===== config.mk =====
export PLATFORM = sky130hd
export DESIGN_NAME = tph_guard
export DESIGN_NICKNAME = d
export VERILOG_FILES = /design/src/rtl/tph_pkg.sv /design/src/rtl/tph_fault_sync.sv /design/src/rtl/tph_overlap.sv /design/src/rtl/tph_ctrl.sv /design/src/rtl/tph_pin_mux.sv /design/src/rtl/tph_guard.sv
export SDC_FILE = /design/constraint.sdc
export NUM_CORES = 1
export LEC_CHECK = 0
export BUFFER_PORTS_ARGS = -buffer_cell sky130_fd_sc_hd__buf_2
export CAP_MARGIN = 20
export CORE_AREA = 2 2 39 41
export CTS_CLUSTER_DIAMETER = 120
export DETAILED_ROUTE_END_ITERATION = 10
export DIE_AREA = 0 0 41 43
export PLACE_DENSITY = 0.78
export SYNTH_ARGS = -nofsm -noshare
export SYNTH_HDL_FRONTEND = slang
export SYNTH_SLANG_ARGS = --single-unit

===== constraint.sdc =====
create_clock -name clk_i -period 1.3 [get_ports clk_i]
set_input_delay 0.26 -clock clk_i [delete_from_list [all_inputs] [get_ports clk_i]]
set_output_delay 0.26 -clock clk_i [all_outputs]
set_load 0.02 [all_outputs]

===== src/rtl/tph_pkg.sv =====
package tph_pkg;
  typedef struct packed {
    logic flag;
    logic prot_en;
    logic out_en;
    logic func_en;
  } tph_ctrl_t;

  localparam int unsigned CTRL_W = $bits(tph_ctrl_t);
endpackage


===== src/rtl/tph_fault_sync.sv =====
module tph_fault_sync #(
  parameter int unsigned STAGES = 2
) (
  input  logic clk_i,
  input  logic rst_ni,
  input  logic fault_ni,
  output logic fall_o
);
  logic [STAGES-1:0] chain_q;
  logic              prev_q;

  always_ff @(posedge clk_i or negedge rst_ni) begin
    if (!rst_ni) begin
      chain_q <= '1;
      prev_q  <= 1'b1;
    end else begin
      chain_q <= {chain_q[STAGES-2:0], fault_ni};
      prev_q  <= chain_q[STAGES-1];
    end
  end

  assign fall_o = prev_q & ~chain_q[STAGES-1];
endmodule


===== src/rtl/tph_overlap.sv =====
module tph_overlap #(
  parameter int unsigned N_PHASE  = 3,
  parameter bit          ACT_HIGH = 1'b1,
  localparam int unsigned PIN_W   = 2 * N_PHASE
) (
  input  logic [PIN_W-1:0] phase_i,
  output logic             hit_o
);
  logic [PIN_W-1:0]   lvl;
  logic [N_PHASE-1:0] pair_hit;

  assign lvl = ACT_HIGH ? phase_i : ~phase_i;

  for (genvar k = 0; k < N_PHASE; k++) begin : g_pair
    assign pair_hit[k] = lvl[2*k] & lvl[2*k+1];
  end

  assign hit_o = |pair_hit;
endmodule


===== src/rtl/tph_ctrl.sv =====
module tph_ctrl
  import tph_pkg::*;
(
  input  logic      clk_i,
  input  logic      rst_ni,
  input  logic      wr_en_i,
  input  tph_ctrl_t wr_data_i,
  input  logic      hit_i,
  input  logic      fall_i,
  output tph_ctrl_t ctrl_o
);
  tph_ctrl_t cur_q, nxt;
  logic      trip;

  assign trip = cur_q.func_en & hit_i;

  always_comb begin
    nxt = cur_q;
    if (wr_en_i) begin
      nxt.func_en = wr_data_i.func_en;
      nxt.prot_en = wr_data_i.prot_en;
      nxt.out_en  = wr_data_i.out_en;
      // flag only clears together with protection off
      if (!wr_data_i.flag && !wr_data_i.prot_en) nxt.flag = 1'b0;
    end
    if (trip) nxt.flag = 1'b1;
    if (fall_i || (trip && cur_q.prot_en)) nxt.out_en = 1'b0;
    if (nxt.prot_en && nxt.flag) nxt.out_en = 1'b0;
  end

  always_ff @(posedge clk_i or negedge rst_ni) begin
    if (!rst_ni) cur_q <= '0;
    else         cur_q <= nxt;
  end

  assign ctrl_o = cur_q;
endmodule


===== src/rtl/tph_pin_mux.sv =====
module tph_pin_mux #(
  parameter int unsigned PIN_W = 6
) (
  input  logic             drive_i,
  input  logic [PIN_W-1:0] phase_i,
  input  logic [PIN_W-1:0] port_dir_i,
  input  logic [PIN_W-1:0] port_dat_i,
  output logic [PIN_W-1:0] pin_o,
  output logic [PIN_W-1:0] pin_oe_o
);
  for (genvar i = 0; i < PIN_W; i++) begin : g_pin
    assign pin_oe_o[i] = drive_i | port_dir_i[i];
    assign pin_o[i]    = drive_i ? phase_i[i] : port_dat_i[i];
  end
endmodule


===== src/rtl/tph_guard.sv =====
module tph_guard
  import tph_pkg::*;
#(
  parameter int unsigned N_PHASE     = 3,
  parameter int unsigned SYNC_STAGES = 2,
  parameter bit          ACT_HIGH    = 1'b1,
  localparam int unsigned PIN_W      = 2 * N_PHASE
) (
  input  logic              clk_i,
  input  logic              rst_ni,
  input  logic [PIN_W-1:0]  phase_i,
  input  logic              fault_ni,
  input  logic              wr_en_i,
  input  logic [CTRL_W-1:0] wr_data_i,
  output logic [CTRL_W-1:0] rd_data_o,
  input  logic [PIN_W-1:0]  port_dir_i,
  input  logic [PIN_W-1:0]  port_dat_i,
  output logic [PIN_W-1:0]  pin_o,
  output logic [PIN_W-1:0]  pin_oe_o
);
  logic      fault_fall;
  logic      ovl_hit;
  tph_ctrl_t ctrl_q;

  tph_fault_sync #(.STAGES(SYNC_STAGES)) u_sync (
    .clk_i   (clk_i),
    .rst_ni  (rst_ni),
    .fault_ni(fault_ni),
    .fall_o  (fault_fall)
  );

  tph_overlap #(.N_PHASE(N_PHASE), .ACT_HIGH(ACT_HIGH)) u_ovl (
    .phase_i(phase_i),
    .hit_o  (ovl_hit)
  );

  tph_ctrl u_ctrl (
    .clk_i    (clk_i),
    .rst_ni   (rst_ni),
    .wr_en_i  (wr_en_i),
    .wr_data_i(tph_ctrl_t'(wr_data_i)),
    .hit_i    (ovl_hit),
    .fall_i   (fault_fall),
    .ctrl_o   (ctrl_q)
  );

  tph_pin_mux #(.PIN_W(PIN_W)) u_mux (
    .drive_i   (ctrl_q.func_en & ctrl_q.out_en),
    .phase_i   (phase_i),
    .port_dir_i(port_dir_i),
    .port_dat_i(port_dat_i),
    .pin_o     (pin_o),
    .pin_oe_o  (pin_oe_o)
  );

  assign rd_data_o = ctrl_q;
endmodule


==> flow_metrics.env <==
export IMPL_status="complete, but fails checks"
export IMPL_violations="negative setup slack"
export IMPL_diodes=0
export IMPL_path_buf_inv=1
export IMPL_grt_ovfl_total=0
export IMPL_first_pass_iters=4
export IMPL_drive_gt1_share_pct=83.13
export IMPL_insertion_delay_ps=250
export IMPL_path_clk_slew_ps=60
export IMPL_required_ps=1040
export IMPL_die_area_um2=1763
export IMPL_finalHoldViolCount=0
export IMPL_yosys_cell_types_count=14
export IMPL_worstPathCellList="nand2_8 > mux2_4 > buf_6"
export IMPL_cts_sinks=7
export IMPL_layout_common_cells="29 x buf_2, 14 x buf_6, 7 x mux2_4, 5 x nand2b_4"
export IMPL_seq_area_frac_synth_pct=45.69
export IMPL_fp_dieW_um=41
export IMPL_p_per_area_nw_per_um2=899.3
export IMPL_max_stage_delay_ps=440
export IMPL_cpMaxStageDelayCell="dfrtp_2"
export IMPL_grt_pass1_wl_mm=1.704
export IMPL_fin_skew_ps=6.976
export IMPL_clockRootBuffer="clkbuf_4"
export IMPL_post_dp_cell_area_um2=654.4
export IMPL_path_class="reg2out"
export IMPL_wl_per_cell_um=12.68
export IMPL_area_growth_pct=116.3
export IMPL_grt_max_degree=9
export IMPL_reg2reg_setup_slack_ps=200
export IMPL_netlist_area_um2=391.6
export IMPL_netlist_instances=33
export IMPL_dp_slack_ps=-91.38
export IMPL_antenna_found_initial=0
export IMPL_rsz0062_at_grt="yes"
export IMPL_tns_ps=-1945
export IMPL_final_area_um2=847.1
export IMPL_drv_cap=0
export IMPL_grt_use_total_pct=14.31
export IMPL_routed_wl_mm=1.255
export IMPL_h_tree_depth=1
export IMPL_drtIter0Drc=9
export IMPL_leakage_uw=0.0004648
export IMPL_fin_hold_ws_ps=116.1
export IMPL_dp_hpwl_um=867.7
export IMPL_relSlewSlack_pct=82.37
export IMPL_num_nets_final=110
export IMPL_rows=14
export IMPL_start_util_pct=28.30
export IMPL_syn_nets=59
export IMPL_min_path_type="in2reg"
export IMPL_io_buffer_count=41
export IMPL_grt_pass1_vias=412
export IMPL_remaining_drc_errors=0
export IMPL_worst_pin_slew_ps=264.4
export IMPL_gp_congestion=0.6847
export IMPL_crit_fanout=8
export IMPL_cts_tree="yes"
export IMPL_arrival_ps=1250
export IMPL_critPathCaptureType="output pin"
export IMPL_slew_viol_final=0
export IMPL_synth_ff_latch_count=7
export IMPL_syn_mean_instance_area_um2=11.87
export IMPL_cp_start_kind="register"
export IMPL_setup_violations=12
export IMPL_fmax_mhz=660.7
export IMPL_cpLargestDelayFamily="flip-flops"
export IMPL_numCtsBuffers=3
export IMPL_core_area_um2=1384
export IMPL_fin_ws_ps=-213.5
export IMPL_ios=42
export IMPL_final_core_util_pct=61.21
export IMPL_ant_nets=0
export IMPL_max_vdd_ir_drop_uv=672.0
export IMPL_via_count=456
export IMPL_ys_warn_count=0
export IMPL_fin_crit_ps=1513
export IMPL_avgViaCountPerCell=4.606
export IMPL_clockBufferDepth=2
export IMPL_final_common_cell="buf_2"
export IMPL_die_y_um=43
export IMPL_fin_crit_sh_pct=116.4
## area by class of cell
class                           instances  area (um^2)
Clock buffer                            4        26.28
Multi-Input combinational cell         23        276.5
Inverter                                2        7.507
Fill cell                             100        536.8
Tap cell                               16        20.02
Sequential cell                         7        181.4
Timing Repair Buffer                   47        335.3
## state kept, by name (all words and copies together), names as in the netlist
register,flops
u_ctrl.ctrl_o,4
u_sync.chain_q,2
u_sync.prev_q,1
## per-layer routing
metal,up-vias,global-route usage (%),routed length [um]
li1,218,-,-
met1,207,14.67,454
met2,31,26.56,635
met3,0,4.712,166
met4,0,2.000,0
met5,-,0,0
## power breakdown
group          switching [uW]  total [uW]  internal, uW
registers                19.4         261           242
logic                     138         308           170
clock network            75.7         193           117
total                     233         762           529
## Yosys cell counts
| library cell | instances | share of area, % |
|---|---|---|
| mux2_4 | 1 | 3.8 |
| a222oi_1 | 1 | 2.6 |
| inv_1 | 2 | 1.9 |
| mux2i_1 | 1 | 2.6 |
| o31ai_1 | 1 | 1.9 |
| a21oi_1 | 1 | 1.3 |
| nand2b_1 | 7 | 11 |
| mux2_2 | 7 | 20 |
| buf_2 | 1 | 1.3 |
| o21a_1 | 1 | 1.9 |
| a221oi_2 | 1 | 3.8 |
| dfrtp_1 | 4 | 26 |
| nand2_1 | 2 | 1.9 |
| dfstp_2 | 3 | 20 |
## cell families (layout without fill, tap and decap cells)
family	Yosys count	after routing	synth area share, %
AOI/OAI and AO/OA	5	5	11.50
buffers and inverters	3	53	3.194
DFF	7	7	45.69
muxes	9	9	26.52
and+or+nand+nor	9	9	13.10
## metrics by stage
step | instances | total power (uW)
6_report | 99 | 761.7
2_1_floorplan | 33 | 388.4
4_1_cts | 100 | 725.9
3_3_place_gp | 92 | 487.0
3_5_place_dp | 92 | 489.7
5_1_grt | 99 | 807.4
## repair_timing
action / 4_1_cts / 5_1_grt
hold buffers: 1 / 0
gates resized for setup: 17 / 19
buffers inserted: 3 / 1
endpoints found under the setup margin: 12 / 12
endpoints found under the hold margin: 4 / 0
pin swaps: 1 / 1
cloned: 0 / 0
## worst paths after layout
kind	cells after the start	endpoint	from
max in group asynchronous	2	u_sync.chain_q[1]	rst_ni
hold reg to reg	0	u_sync.chain_q[1]	u_sync.chain_q[0]
setup / recovery	3	pin_o[3]	u_ctrl.ctrl_o[1]
hold / removal	1	u_sync.chain_q[0]	fault_ni
min in group asynchronous	2	u_ctrl.ctrl_o[2]	rst_ni
setup reg to reg	3	u_ctrl.ctrl_o[1]	u_ctrl.ctrl_o[2]
No activity file was read; power rests on OpenSTA's default activity.
